===== config.mk =====
export PLATFORM = sky130hd
export DESIGN_NAME = hp_slot_ctrl
export DESIGN_NICKNAME = d
export VERILOG_FILES = /design/src/rtl/hp_slot_pkg.sv /design/src/rtl/hp_slot_ctl.sv /design/src/rtl/hp_slot_sts.sv /design/src/rtl/hp_slot_irq.sv /design/src/rtl/hp_slot_ctrl.sv
export SDC_FILE = /design/constraint.sdc
export NUM_CORES = 1
export LEC_CHECK = 0
export ABC_AREA = 1
export BUFFER_PORTS_ARGS = -buffer_cell sky130_fd_sc_hd__buf_4
export CAP_MARGIN = 20
export CORE_ASPECT_RATIO = 1.2
export CORE_MARGIN = 2
export CORE_UTILIZATION = 45
export DETAILED_ROUTE_END_ITERATION = 16
export PLACE_DENSITY = 0.89
export SLEW_MARGIN = 0
export SYNTH_ARGS = -nofsm -noshare
export SYNTH_HDL_FRONTEND = slang
export SYNTH_SLANG_ARGS = --single-unit

===== constraint.sdc =====
create_clock -name clk -period 1.08 [get_ports clk]
set_input_delay 0.108 -clock clk [delete_from_list [all_inputs] [get_ports clk]]
set_output_delay 0.108 -clock clk [all_outputs]
set_load 0.03 [all_outputs]

===== src/rtl/hp_slot_pkg.sv =====
package hp_slot_pkg;

    localparam int REG_W = 16;
    localparam int BE_W  = REG_W / 8;

    typedef enum logic {
        SEL_CTL = 1'b0,
        SEL_STS = 1'b1
    } reg_sel_e;

    // control field positions
    localparam int C_BTN_EN  = 0;
    localparam int C_PCHG_EN = 3;
    localparam int C_CMD_EN  = 4;
    localparam int C_HPI_EN  = 5;
    localparam int C_ATN_LO  = 6;
    localparam int C_PIND_LO = 8;
    localparam int C_PWR_OFF = 10;
    localparam int C_LOCK    = 11;

    // status field positions, events aligned with their enables
    localparam int S_BTN  = 0;
    localparam int S_PCHG = 3;
    localparam int S_CMD  = 4;
    localparam int S_PRES = 6;
    localparam int S_LOCK = 7;

    localparam logic [1:0] IND_ON  = 2'b01;
    localparam logic [1:0] IND_OFF = 2'b11;

    localparam logic [REG_W-1:0] EVT_MASK  = 16'h0019;
    localparam logic [REG_W-1:0] CTL_WMASK = 16'h07F9;

    typedef struct packed {
        logic btn;
        logic pchg;
        logic cmd;
    } evt_set_t;

    function automatic logic [REG_W-1:0] be_expand(input logic [BE_W-1:0] be);
        logic [REG_W-1:0] m;
        for (int i = 0; i < BE_W; i++) begin
            m[i*8 +: 8] = {8{be[i]}};
        end
        return m;
    endfunction

endpackage


===== src/rtl/hp_slot_ctl.sv =====
module hp_slot_ctl
    import hp_slot_pkg::*;
#(
    parameter bit HAS_PWR_CTL = 1'b1
) (
    input  logic             clk,
    input  logic             rst,
    input  logic             wr_en,
    input  logic [REG_W-1:0] wdata,
    input  logic [BE_W-1:0]  be,
    input  logic             populated,
    input  logic             pres_state,
    output logic [REG_W-1:0] ctl_q,
    output logic             lock_toggle,
    output logic             detach_req,
    output logic             detach_o
);

    localparam logic [REG_W-1:0] WMASK =
        HAS_PWR_CTL ? CTL_WMASK : (CTL_WMASK & ~(16'd1 << C_PWR_OFF));

    logic [REG_W-1:0] rst_val;
    logic [REG_W-1:0] bmask;
    logic [REG_W-1:0] ctl_d;

    generate
        if (HAS_PWR_CTL) begin : g_pwr
            always_comb begin
                rst_val                 = '0;
                rst_val[C_ATN_LO +: 2]  = IND_OFF;
                rst_val[C_PIND_LO +: 2] = populated ? IND_ON : IND_OFF;
                rst_val[C_PWR_OFF]      = ~populated;
            end
        end else begin : g_nopwr
            always_comb begin
                rst_val                = '0;
                rst_val[C_ATN_LO +: 2] = IND_OFF;
            end
        end
    endgenerate

    always_comb begin
        bmask       = be_expand(be) & WMASK;
        ctl_d       = wr_en ? ((ctl_q & ~bmask) | (wdata & bmask)) : ctl_q;
        lock_toggle = wr_en & be[C_LOCK/8] & wdata[C_LOCK];
        detach_req  = wr_en & be[C_PWR_OFF/8] & pres_state & wdata[C_PWR_OFF]
                    & (wdata[C_PIND_LO +: 2] == IND_OFF);
    end

    always_ff @(posedge clk) begin
        if (rst) begin
            ctl_q    <= rst_val;
            detach_o <= 1'b0;
        end else begin
            ctl_q    <= ctl_d;
            detach_o <= detach_req;
        end
    end

endmodule


===== src/rtl/hp_slot_sts.sv =====
module hp_slot_sts
    import hp_slot_pkg::*;
(
    input  logic             clk,
    input  logic             rst,
    input  logic             populated,
    input  logic             w1c_en,
    input  logic [REG_W-1:0] w1c_data,
    input  logic [BE_W-1:0]  be,
    input  evt_set_t         set_evt,
    input  logic             set_pres,
    input  logic             clr_pres,
    input  logic             lock_toggle,
    output logic [REG_W-1:0] sts_q
);

    logic [REG_W-1:0] clr_mask;
    logic [REG_W-1:0] set_mask;
    logic [REG_W-1:0] sts_d;

    always_comb begin
        clr_mask         = w1c_en ? (w1c_data & be_expand(be) & EVT_MASK) : '0;
        set_mask         = '0;
        set_mask[S_BTN]  = set_evt.btn;
        set_mask[S_PCHG] = set_evt.pchg;
        set_mask[S_CMD]  = set_evt.cmd;
        // set after clear: hardware wins a collision
        sts_d = (sts_q & ~clr_mask) | set_mask;
        if (clr_pres) begin
            sts_d[S_PRES] = 1'b0;
        end else if (set_pres) begin
            sts_d[S_PRES] = 1'b1;
        end
        sts_d[S_LOCK] = sts_q[S_LOCK] ^ lock_toggle;
    end

    always_ff @(posedge clk) begin
        if (rst) begin
            sts_q         <= '0;
            sts_q[S_PRES] <= populated;
        end else begin
            sts_q <= sts_d;
        end
    end

endmodule


===== src/rtl/hp_slot_irq.sv =====
module hp_slot_irq
    import hp_slot_pkg::*;
#(
    parameter int VEC_W = 5
) (
    input  logic             clk,
    input  logic             rst,
    input  logic [REG_W-1:0] ctl_q,
    input  logic [REG_W-1:0] sts_q,
    input  logic             msg_mode,
    input  logic [VEC_W-1:0] vector,
    output logic             intx,
    output logic             msg_pulse,
    output logic [VEC_W-1:0] msg_vec
);

    logic pend_now;
    logic pend_q;
    logic rise;

    always_comb begin
        pend_now = ctl_q[C_HPI_EN] & (|(sts_q & ctl_q & EVT_MASK));
        rise     = pend_now & ~pend_q;
    end

    always_ff @(posedge clk) begin
        if (rst) begin
            pend_q    <= 1'b0;
            intx      <= 1'b0;
            msg_pulse <= 1'b0;
            msg_vec   <= '0;
        end else begin
            pend_q    <= pend_now;
            intx      <= pend_now & ~msg_mode;
            msg_pulse <= rise & msg_mode;
            if (rise & msg_mode) begin
                msg_vec <= vector;
            end
        end
    end

endmodule


===== src/rtl/hp_slot_ctrl.sv =====
module hp_slot_ctrl
    import hp_slot_pkg::*;
#(
    parameter int VEC_W       = 5,
    parameter bit HAS_PWR_CTL = 1'b1
) (
    input  logic             clk,
    input  logic             rst,
    input  logic             cfg_wr,
    input  logic             cfg_sel,
    input  logic [BE_W-1:0]  cfg_be,
    input  logic [REG_W-1:0] cfg_wdata,
    output logic [REG_W-1:0] cfg_rdata,
    input  logic             evt_btn,
    input  logic             evt_add,
    input  logic             slot_populated,
    input  logic             msi_en,
    input  logic             msix_en,
    input  logic [VEC_W-1:0] msg_vector,
    output logic             intx,
    output logic             msg_pulse,
    output logic [VEC_W-1:0] msg_vec,
    output logic             detach
);

    logic [REG_W-1:0] ctl_q;
    logic [REG_W-1:0] sts_q;
    logic             wr_ctl;
    logic             wr_sts;
    logic             lock_toggle;
    logic             detach_req;
    evt_set_t         set_evt;

    always_comb begin
        wr_ctl       = cfg_wr & (reg_sel_e'(cfg_sel) == SEL_CTL) & (|cfg_be);
        wr_sts       = cfg_wr & (reg_sel_e'(cfg_sel) == SEL_STS);
        set_evt.btn  = evt_btn | evt_add;
        set_evt.pchg = evt_add | detach_req;
        set_evt.cmd  = wr_ctl;
        cfg_rdata    = (reg_sel_e'(cfg_sel) == SEL_STS) ? sts_q : ctl_q;
    end

    hp_slot_ctl #(
        .HAS_PWR_CTL(HAS_PWR_CTL)
    ) ctl_i (
        .clk        (clk),
        .rst        (rst),
        .wr_en      (wr_ctl),
        .wdata      (cfg_wdata),
        .be         (cfg_be),
        .populated  (slot_populated),
        .pres_state (sts_q[S_PRES]),
        .ctl_q      (ctl_q),
        .lock_toggle(lock_toggle),
        .detach_req (detach_req),
        .detach_o   (detach)
    );

    hp_slot_sts sts_i (
        .clk        (clk),
        .rst        (rst),
        .populated  (slot_populated),
        .w1c_en     (wr_sts),
        .w1c_data   (cfg_wdata),
        .be         (cfg_be),
        .set_evt    (set_evt),
        .set_pres   (evt_add),
        .clr_pres   (detach_req),
        .lock_toggle(lock_toggle),
        .sts_q      (sts_q)
    );

    hp_slot_irq #(
        .VEC_W(VEC_W)
    ) irq_i (
        .clk      (clk),
        .rst      (rst),
        .ctl_q    (ctl_q),
        .sts_q    (sts_q),
        .msg_mode (msi_en | msix_en),
        .vector   (msg_vector),
        .intx     (intx),
        .msg_pulse(msg_pulse),
        .msg_vec  (msg_vec)
    );

endmodule


==> results.md <==
- Outcome: finished, violations left
- Violations in the final reports: negative setup slack
- Vias in the first global route: around 940
- Max-Cap Viols: 0
- Tmin final: approximately 1100 ps
- Sequential area share after synthesis: 41.00%
- Setup TNS: -6.920 ps
- Clock power frac: 22.4%
- Worst path max stage delay: approximately 360 ps
- Leakage Power: 0.0008342 µW
- Flop pwr share: 52.1%
- Cell accounting for the most synthesized area: dfxtp_1
- Final WS setup: -6.402 ps
- Sw frac: ~30%
- Final setup violation count: 2
- Core area: 0.002527 mm²
- Design area: 0.001693 mm²
- Critical path buffers and inverters: 2
- Starting Density: a little under half
- Clock Skew: 4.385 ps
- Sw power: 534.8 µW
- I/O Pins: 56
- Final Cycle Share: 100.6%
- First-pass GRT wire length: 3898 µm
- Core Util, Final: 66.98%
- # DRC: 0
- Area contributors post-synth: dfxtp_1, nand2_1, inv_1
- Max stage delay cell, worst path: dfxtp_2
- Yosys top cell area share: approximately a third
- Ant diodes: 0
- P_int: ~1200 µW
- Cells after synthesis: 165
- # nets final: 251
- Largest net degree at the start of global routing: 19
- RSZ-0062 raised after global routing: yes
- Die H: between 60 and 70 µm
- I/O Buffers: 42
- Placed cell area: between 0.001 and 0.0015 mm²
- Clk sink count: 23
- Crit Path Max Fanout: 2
- Die width: 51.07 µm
- Netlist cell types: 25
- Most frequent cells in the layout: buf_4, nand2_1, inv_1
- Clock Latency Late Sink: 310 ps
- Most common cell after layout, fill and taps aside: buf_4
- Highest clock rate: between 0.9 and 1 GHz
- Via count: 1177
- Mux cell area share after synthesis: 0%
- First-pass DRT Iterations: 5
- Total power: between 1500 and 2000 µW
- Overall Global Routing Usage: 16.95%
- Maximum vdd drop: 0.0009587 V
- # rows: 20
- CP Launch Type: register
- Final hold violations: 0
- Yosys warns: 0
- Synth Area per Inst: 7.249 µm²
- Wire length per cell: roughly 11 µm
- Clock transition at path regs: between 100 and 150 ps
- Root Driver: clkbuf_4
- WP data required: 970 ps
- Power Density: 1051 mW/mm²
- CTS tree: built
- Share of layout cells above drive strength 1: 42.20%
- XOR/XNOR Fraction of Synth Area: 0%
- FF+latch count, synth: 23
- Routed Antenna Nets: 0
- Number of CTS-inserted buffers: 3
- Top cell family by delay on the critical path: flip-flops
- Slew Viols, Final: 0
- Drt total wl: between 2000 and 3000 µm
- Area share of fa/ha/maj cells after synthesis: 0%
- Synth Area in Compound Gates: 12.03%
- H-Tree Depth: 1
- Comb pwr share: 25.5%
- Routability cong.: 0.7679
- Critical path capture point type: output port
- Die Footprint: between 0.003 and 0.004 mm²
- Maximum clock path buffer count: 2
- Detailed Place HPWL: 1866 µm
- Netlist Area Pre-Place: around 0.0012 mm²
- GRT Residual Overflow: 0
- Routed vias/inst: 4.689
- Initial antenna violation count: 0
- Critical path class: register to output port
- Area Growth Syn to Fin: 41.53%
- Simple-Gate Fraction of Synth Area: around 29%
- Crit path DAT: 980 ps
- Initial DRC count: 24
- Hold Path Class: input port to register
- Main combinational cell family by area after synthesis: simple AND/OR/NAND/NOR gates
- Crit-path cells: inv_2 -> o21ai_2 -> buf_6
## final cells by class
cell class,instances,area [µm²]
Tap cell,33,41.29
Timing Repair Buffer,55,445.4
Clock buffer,4,26.28
Inverter,32,125.1
Multi-Input combinational cell,104,550.5
Sequential cell,23,504.2
Fill cell,211,834.6
## metal layers
layer | vias to the layer above | global-route usage, % | part of all wire [%]
li1 | 610 | - | -
met3 | 4 | 2.709 | 5.4
met2 | 45 | 28.76 | 53
met4 | 0 | 10.04 | 1.8
met1 | 518 | 20.40 | 40
met5 | - | 0 | 0
## metrics by stage
| step | instances | hold slack, ps | setup slack (ps) |
|---|---|---|---|
| 2_1_floorplan | 171 | 184.8 | 50.79 |
| 3_3_place_gp | 235 | 280.4 | 85.83 |
| 3_5_place_dp | 235 | 282.2 | 57.08 |
| 4_1_cts | 249 | 41.04 | -30.83 |
| 5_1_grt | 251 | 33.31 | -65.14 |
| 6_report | 251 | 39.45 | -6.402 |
## repair_timing
action,in CTS,in global routing
pin swaps,3,3
hold endpoints to repair,3,0
cloned,0,0
gates resized for setup,14,22
hold buffers,4,0
endpoints found under the setup margin,9,11
buffers inserted,6,2
## cell usage after synthesis
| library cell | instances |
|---|---|
| or2_2 | 1 |
| a31oi_1 | 1 |
| nand3_2 | 3 |
| buf_4 | 9 |
| nand3_1 | 6 |
| nand2_1 | 33 |
| nor2_1 | 18 |
| edfxtp_1 | 3 |
| nor3_1 | 1 |
| a211oi_2 | 2 |
| inv_1 | 30 |
| buf_6 | 1 |
| inv_2 | 1 |
| a21oi_1 | 5 |
| o22ai_1 | 2 |
| o21ai_0 | 13 |
| nand3_4 | 1 |
| o21ai_1 | 2 |
| dfxtp_1 | 20 |
| nor2_4 | 2 |
| nand2_2 | 1 |
| conb_1 | 1 |
| inv_4 | 1 |
| nand4_1 | 6 |
| buf_2 | 2 |
## path summary, 6_finish.rpt
kind             startpoint             end  slack [ps]  cells after the start
max                register    cfg_rdata[0]          -6                      3
min                     rst  sts_i.sts_q[7]          40                      2
max reg2reg  ctl_i.ctl_q[8]  ctl_i.ctl_q[8]          30                      5
min reg2reg  sts_i.sts_q[7]  sts_i.sts_q[7]         470                      2
## power groups by stage
stage / combinational, µW / sequential (µW) / clock, µW
floorplan: 253 / 939 / 0
global placement: 370 / 942 / 0
detailed placement: 374 / 944 / 0
CTS: 417 / 923 / 402
global route: 490 / 932 / 441
finish: 454 / 927 / 399
## kinds of logic after synthesis
logic type | Yosys count
and+or+nand+nor | 72
buffers and inverters | 44
other | 1
DFF | 23
AOI/OAI and AO/OA | 25
No activity file was read; power rests on OpenSTA's default activity.
